[config.mk]
export PLATFORM = sky130hd
export DESIGN_NAME = booth_mul_signed
export DESIGN_NICKNAME = d
export VERILOG_FILES = /design/src/rtl/booth_pkg.sv /design/src/rtl/booth_enc_bank.sv /design/src/rtl/booth_row.sv /design/src/rtl/booth_reduce.sv /design/src/rtl/booth_mul_signed.sv
export SDC_FILE = /design/constraint.sdc
export NUM_CORES = 1
export LEC_CHECK = 0
export ABC_CLOCK_PERIOD_IN_PS = 6780
export BUFFER_PORTS_ARGS = -buffer_cell sky130_fd_sc_hd__buf_2
export CAP_MARGIN = 10
export CORE_MARGIN = 2
export CORE_UTILIZATION = 40
export DETAILED_ROUTE_END_ITERATION = 7
export PLACE_DENSITY = 0.7
export SLEW_MARGIN = 0
export SYNTH_ARGS = -nofsm -noshare
export SYNTH_HDL_FRONTEND = slang
export SYNTH_SLANG_ARGS = --single-unit
[constraint.sdc]
create_clock -name vclk -period 6.78
set_input_delay 0.339 -clock vclk [all_inputs]
set_output_delay 0.339 -clock vclk [all_outputs]
set_load 0.02 [all_outputs]
[src/rtl/booth_pkg.sv]
package booth_pkg;

    // Output of one radix-4 encoder: selects are active low
    typedef struct packed {
        logic neg;     // selected multiple is negated
        logic two_n;   // low: pick two times the multiplicand
        logic one_n;   // low: pick one times the multiplicand
        logic cor;     // +1 that completes the negation of the row
    } sel_t;

    // Group value is -2*hi + mid + lo
    function automatic sel_t encode(input logic hi, input logic mid, input logic lo);
        sel_t s;
        logic one, two;
        one     = mid ^ lo;
        two     = (hi & ~mid & ~lo) | (~hi & mid & lo);
        s.neg   = hi & ~(mid & lo);
        s.two_n = ~two;
        s.one_n = ~one;
        s.cor   = hi & ~(mid & lo);
        return s;
    endfunction

    function automatic int unsigned group_count(input int unsigned width);
        return (width + 1) / 2;
    endfunction

endpackage

[src/rtl/booth_enc_bank.sv]
module booth_enc_bank
    import booth_pkg::*;
#(
    parameter int unsigned YW  = 16,
    parameter int unsigned ENC = group_count(YW)
) (
    input  logic [YW-1:0] b,
    output sel_t          sel [ENC]
);
    localparam int unsigned BXW = 2 * ENC + 1;

    // Multiplier with an implied zero below bit 0 and its sign extended on top
    logic [BXW-1:0] bx;

    genvar k;
    generate
        for (k = 0; k < BXW; k++) begin : g_ext
            if (k == 0) begin : g_zero
                assign bx[k] = 1'b0;
            end else if (k - 1 < YW) begin : g_bit
                assign bx[k] = b[k-1];
            end else begin : g_sign
                assign bx[k] = b[YW-1];
            end
        end

        for (k = 0; k < ENC; k++) begin : g_enc
            assign sel[k] = encode(bx[2*k+2], bx[2*k+1], bx[2*k]);

            always_comb begin
                // the two selects never act together
                p_sel_exclusive_r8: assert (sel[k].two_n | sel[k].one_n);
                // negation only comes with a nonzero multiple
                p_neg_needs_sel_r8: assert (!sel[k].neg || !(sel[k].two_n && sel[k].one_n));
            end
        end
    endgenerate

endmodule

[src/rtl/booth_row.sv]
module booth_row
    import booth_pkg::*;
#(
    parameter int unsigned XW = 16
) (
    input  logic [XW-1:0] a,
    input  sel_t          sel,
    output logic [XW:0]   pp
);
    // Multiplicand with its sign bit repeated for the extra decoder
    logic [XW:0] xe;
    // Inverted-operand term of each decoder
    logic [XW:0] nx;

    assign xe = {a[XW-1], a};

    genvar j;
    generate
        for (j = 0; j <= XW; j++) begin : g_dec
            logic nx_right;
            assign nx[j] = ~(xe[j] ^ sel.neg);
            if (j == 0) begin : g_first
                // The bit to the right of bit 0 is zero
                assign nx_right = ~sel.neg;
            end else begin : g_chain
                assign nx_right = nx[j-1];
            end
            assign pp[j] = ~((nx_right | sel.two_n) & (nx[j] | sel.one_n));
        end
    endgenerate

    always_comb begin
        // a row with no multiple selected contributes nothing
        p_idle_row_zero_r3: assert (!(sel.two_n && sel.one_n) || (pp == '0));
    end

endmodule

[src/rtl/booth_reduce.sv]
module booth_reduce #(
    parameter int unsigned ENC = 8,
    parameter int unsigned RW  = 17,
    parameter int unsigned PW  = 32
) (
    input  logic [ENC-1:0][RW-1:0] rows,
    input  logic [ENC-1:0]         cor,
    output logic [PW-1:0]          sum
);
    localparam int unsigned EXT = PW - RW;

    logic [PW-1:0] aligned [ENC];
    logic [PW-1:0] corv;
    logic [PW-1:0] s_st [ENC];
    logic [PW-1:0] c_st [ENC];

    genvar i;
    generate
        for (i = 0; i < ENC; i++) begin : g_align
            logic [PW-1:0] ext;
            assign ext        = {{EXT{rows[i][RW-1]}}, rows[i]};
            assign aligned[i] = ext << (2 * i);
        end
    endgenerate

    // Correction bits sit at the first column of their rows
    always_comb begin
        corv = '0;
        for (int n = 0; n < ENC; n++) begin
            corv[2*n] = cor[n];
        end
    end

    assign s_st[0] = aligned[0];
    assign c_st[0] = corv;

    // Full-adder array: one carry-save row per partial product
    generate
        for (i = 1; i < ENC; i++) begin : g_csa
            assign s_st[i] = s_st[i-1] ^ c_st[i-1] ^ aligned[i];
            assign c_st[i] = ((s_st[i-1] & c_st[i-1]) |
                              (s_st[i-1] & aligned[i]) |
                              (c_st[i-1] & aligned[i])) << 1;
        end
    endgenerate

    assign sum = s_st[ENC-1] + c_st[ENC-1];

endmodule

[src/rtl/booth_mul_signed.sv]
module booth_mul_signed
    import booth_pkg::*;
#(
    parameter int unsigned XW = 16,
    parameter int unsigned YW = 16,
    parameter int unsigned ZW = XW + YW
) (
    input  logic [XW-1:0] a,
    input  logic [YW-1:0] b,
    output logic [ZW-1:0] product
);
    localparam int unsigned ENC = group_count(YW);
    localparam int unsigned RW  = XW + 1;
    localparam int unsigned PW  = XW + YW;

    sel_t                  sel [ENC];
    logic [ENC-1:0][RW-1:0] rows;
    logic [ENC-1:0]         cors;
    logic [PW-1:0]          full;

    booth_enc_bank #(.YW(YW), .ENC(ENC)) u_enc (
        .b   (b),
        .sel (sel)
    );

    genvar g;
    generate
        for (g = 0; g < ENC; g++) begin : g_rows
            booth_row #(.XW(XW)) u_row (
                .a   (a),
                .sel (sel[g]),
                .pp  (rows[g])
            );
            assign cors[g] = sel[g].cor;
        end
    endgenerate

    booth_reduce #(.ENC(ENC), .RW(RW), .PW(PW)) u_red (
        .rows (rows),
        .cor  (cors),
        .sum  (full)
    );

    generate
        if (ZW > PW) begin : g_wide
            assign product = {{(ZW-PW){full[PW-1]}}, full};
        end else begin : g_fit
            assign product = full[ZW-1:0];
        end
    endgenerate

    always_comb begin
        // low two bits match the plain AND/XOR rule
        p_low_bits_r7: assert (full[0] == (a[0] & b[0]) &&
                               full[1] == ((a[1] & b[0]) ^ (a[0] & b[1])));
        // a zero operand yields zero
        p_zero_operand_r3: assert (!((a == '0) || (b == '0)) || (full == '0));
        // the most negative squared is positive
        p_min_times_min_r2: assert (!(a == {1'b1, {(XW-1){1'b0}}} &&
                                      b == {1'b1, {(YW-1){1'b0}}}) || !full[PW-1]);
    end

endmodule

==> flow_metrics.py <==
metrics = {
    "routing": {
        "routedWlPerCell_um": 15.6,
        "ant_nets": 0,
        "vias_per_cell": 5.40,
        "drc_errors": 0,
        "vias": 6034,
        "postRouteWirelength_um": 17400,
        "first_iter_violations": 297,
        "firstDrtPassIters": 5,
    },
    "placed_design": {
        "place_ws_ns": -0.0185,
        "port_buffers": 64,
        "gp_congestion": 0.838,
        "dp_hpwl_um": 14700,
        "dpl.cell_count": 1101,
    },
    "hold_path": {
        "holdPathStages": 6,
        "hold_class": "in -> out",
        "whs_endpoint": "product[1]",
        "hold_start": "a[0]",
    },
    "synth": {
        "syn_area_sq_um": 6940,
        "synth_mux_area_share_pct": 0.289,
        "yosysSeqAreaShare_pct": 0,
        "synth_fa_ha_area_share_pct": 43.6,
        "synth_compound_area_share_pct": 21.1,
        "synth_top_cell_area_share_pct": 30.9,
        "yosys.area_share.xor_xnor_pct": 17.4,
        "ys_types": 51,
        "syn-num-nets": 1019,
        "syn_avg_cell_area_sq_um": 8.57,
        "synth_area_leaders": "fa_1 (31%), ha_1 (13%), xnor2_1 (8.8%)",
        "synth_area_leader_cell": "fa_1",
        "synth_top_family_by_area": "adder cells",
        "ys_warn_count": 0,
        "syn_inst": 810,
        "synth-simple-area-share_pct": 9.27,
    },
    "worst_setup_path": {
        "cp-start-kind": "primary input",
        "criticalPathCategory": "in -> out",
        "cp_max_fo": 8,
        "end_kind": "primary output",
        "crit_path_start": "b[2]",
        "crit_required_ns": 6.44,
        "worstPathArrival_ns": 6.34,
    },
    "floorplan": {
        "core_sq_um": 17100,
        "rows": 48,
        "die_w_um": 136,
        "ios": 64,
        "initial_core_util_pct": 40.5,
        "die_height_um": 136,
        "dieArea_sq_um": 18400,
    },
    "global_route": {
        "grt_use_met2_pct": 31.9,
        "grt_pass1_wl_um": 27900,
        "grt_max_degree": 21,
        "grt.total_usage_pct": 18.3,
        "grt-busiest-layer": "met2",
        "grt_overflow": 0,
        "grt_antenna_before_repair": 0,
        "grt_use_met1_pct": 26.5,
        "grtUsageMet3_pct": 0.486,
        "grt_pass1_vias": 5815,
    },
    "clock_network": {
        "hold_buffers": 0,
    },
    "layout": {
        "drive_above_1_share_pct": 22.6,
        "area_growth_pct": 19.3,
        "n_antenna_cell": 0,
        "regArea_sq_um": 0,
        "finalNetCount": 1104,
        "final_cell_count_no_fill": 1118,
        "nClkBuffers": 0,
        "n_sequential_cell": 0,
    },
    "timing": {
        "relSlewSlack_pct": 19.5,
        "hold_slack_ns": 1.40,
        "fmax_mhz": 150,
        "period_share_pct": 98.5,
        "rsz0062_at_grt": "true",
        "worst_pin_slew_ns": 1.20,
        "hold_viol": 0,
        "setup_viol": 0,
        "drv_slew": 0,
        "min_period_ns": 6.68,
        "worst_slack_ns": 0.0988,
    },
    "flow_run": {
        "maxCapViolCount": 0,
    },
    "outcome": {
        "outcome": "complete, no violations",
    },
}
layout by cell type, fill, tap and decap left out, types with 4 or more instances in the layout:
master    instances
fa_1             99
inv_1            92
buf_4            75
xor2_1           67
xnor2_1          65
a22oi_1          64
ha_1             62
buf_2            57
nand2_1          45
o21ai_0          36
o22ai_1          29
a21oi_1          28
nor2_1           22
nand2b_1         17
nand3_1          17
a21o_1           10
fa_2              8
ha_4              8
a21oi_2           6
nor2b_2           5
o21a_1            5
o21ai_1           4
nand4_1           4
routing by layer:
layer | wire length [um] | vias to the layer above | share of wire, %
li1 | - | 2916 | -
met1 | 8130 | 2995 | 47
met2 | 8630 | 112 | 50
met3 | 469 | 11 | 2.7
met4 | 171 | 0 | 0.98
met5 | 0 | - | 0
stage by stage:
step                      area, sq um  TNS [ns]  util, %
after floorplan                  6940         0        -
final                            8280         0     48.4
after CTS                        7790         0     45.5
after global routing             8280    -0.406     48.4
after global placement           7770         0     45.4
after detailed placement         7770   -0.0370     45.4
cell type report:
type,count,area [sq um]
Fill cell,1666,8840
Multi-Input combinational cell,662,6710
Timing Repair Buffer,138,936
Inverter,93,349
Tap cell,225,282
cells by family after synthesis:
kind of cell    count (synthesis)
compound gates                214
xor+xnor                      138
fa+ha+maj                     178
buf+inv                       148
mux                             2
simple gates                  130
synth_stat cells, drive strengths merged, types with 3 or more instances:
cell,number
inv,93
a21o,10
xnor2,70
ha,70
clkbuf,39
a211oi,5
nand4,4
nand2b,17
a22o,3
a21oi,36
nor2,23
o21ai,41
nor2b,10
nand3,19
buf,16
a31oi,3
o21a,5
nand2,46
xor2,68
o21bai,3
a22oi,64
fa,107
o22ai,33
worst max path at each step:
| stage | endpoint | depth (start not counted) |
|---|---|---|
| after floorplan | product[24] | 21 |
| after global placement | product[28] | 23 |
| after detailed placement | product[28] | 23 |
| after CTS | product[28] | 23 |
| after global routing | product[28] | 26 |
| final | product[27] | 25 |
critical path, cell delays in order:
cell,delay [ns]
buf_8,0.10
ha_4,0.16
nor2b_4,0.14
buf_12,0.15
buf_4,0.11
xnor2_1,0.15
o22ai_2,0.12
fa_1,0.54
inv_1,0.05
fa_1,0.47
fa_2,0.56
fa_1,0.44
fa_2,0.54
inv_1,0.04
fa_1,0.38
ha_1,0.33
ha_4,0.31
buf_4,0.12
o21ai_0,0.10
a21oi_2,0.26
a21boi_4,0.10
o31ai_4,0.35
a31oi_1,0.15
xnor2_1,0.17
buf_4,0.16
what timing repair did:
item	4_1_cts	5_1_grt
endpoints found under the setup margin	3	15
hold endpoints to repair	0	0
buffers inserted	0	17
gates cloned	0	0
resized for setup	3	64
pin swaps	4	36
Power is not shown: default switching activity piles up to over one toggle a cycle in this logic, so the estimate is an artifact.
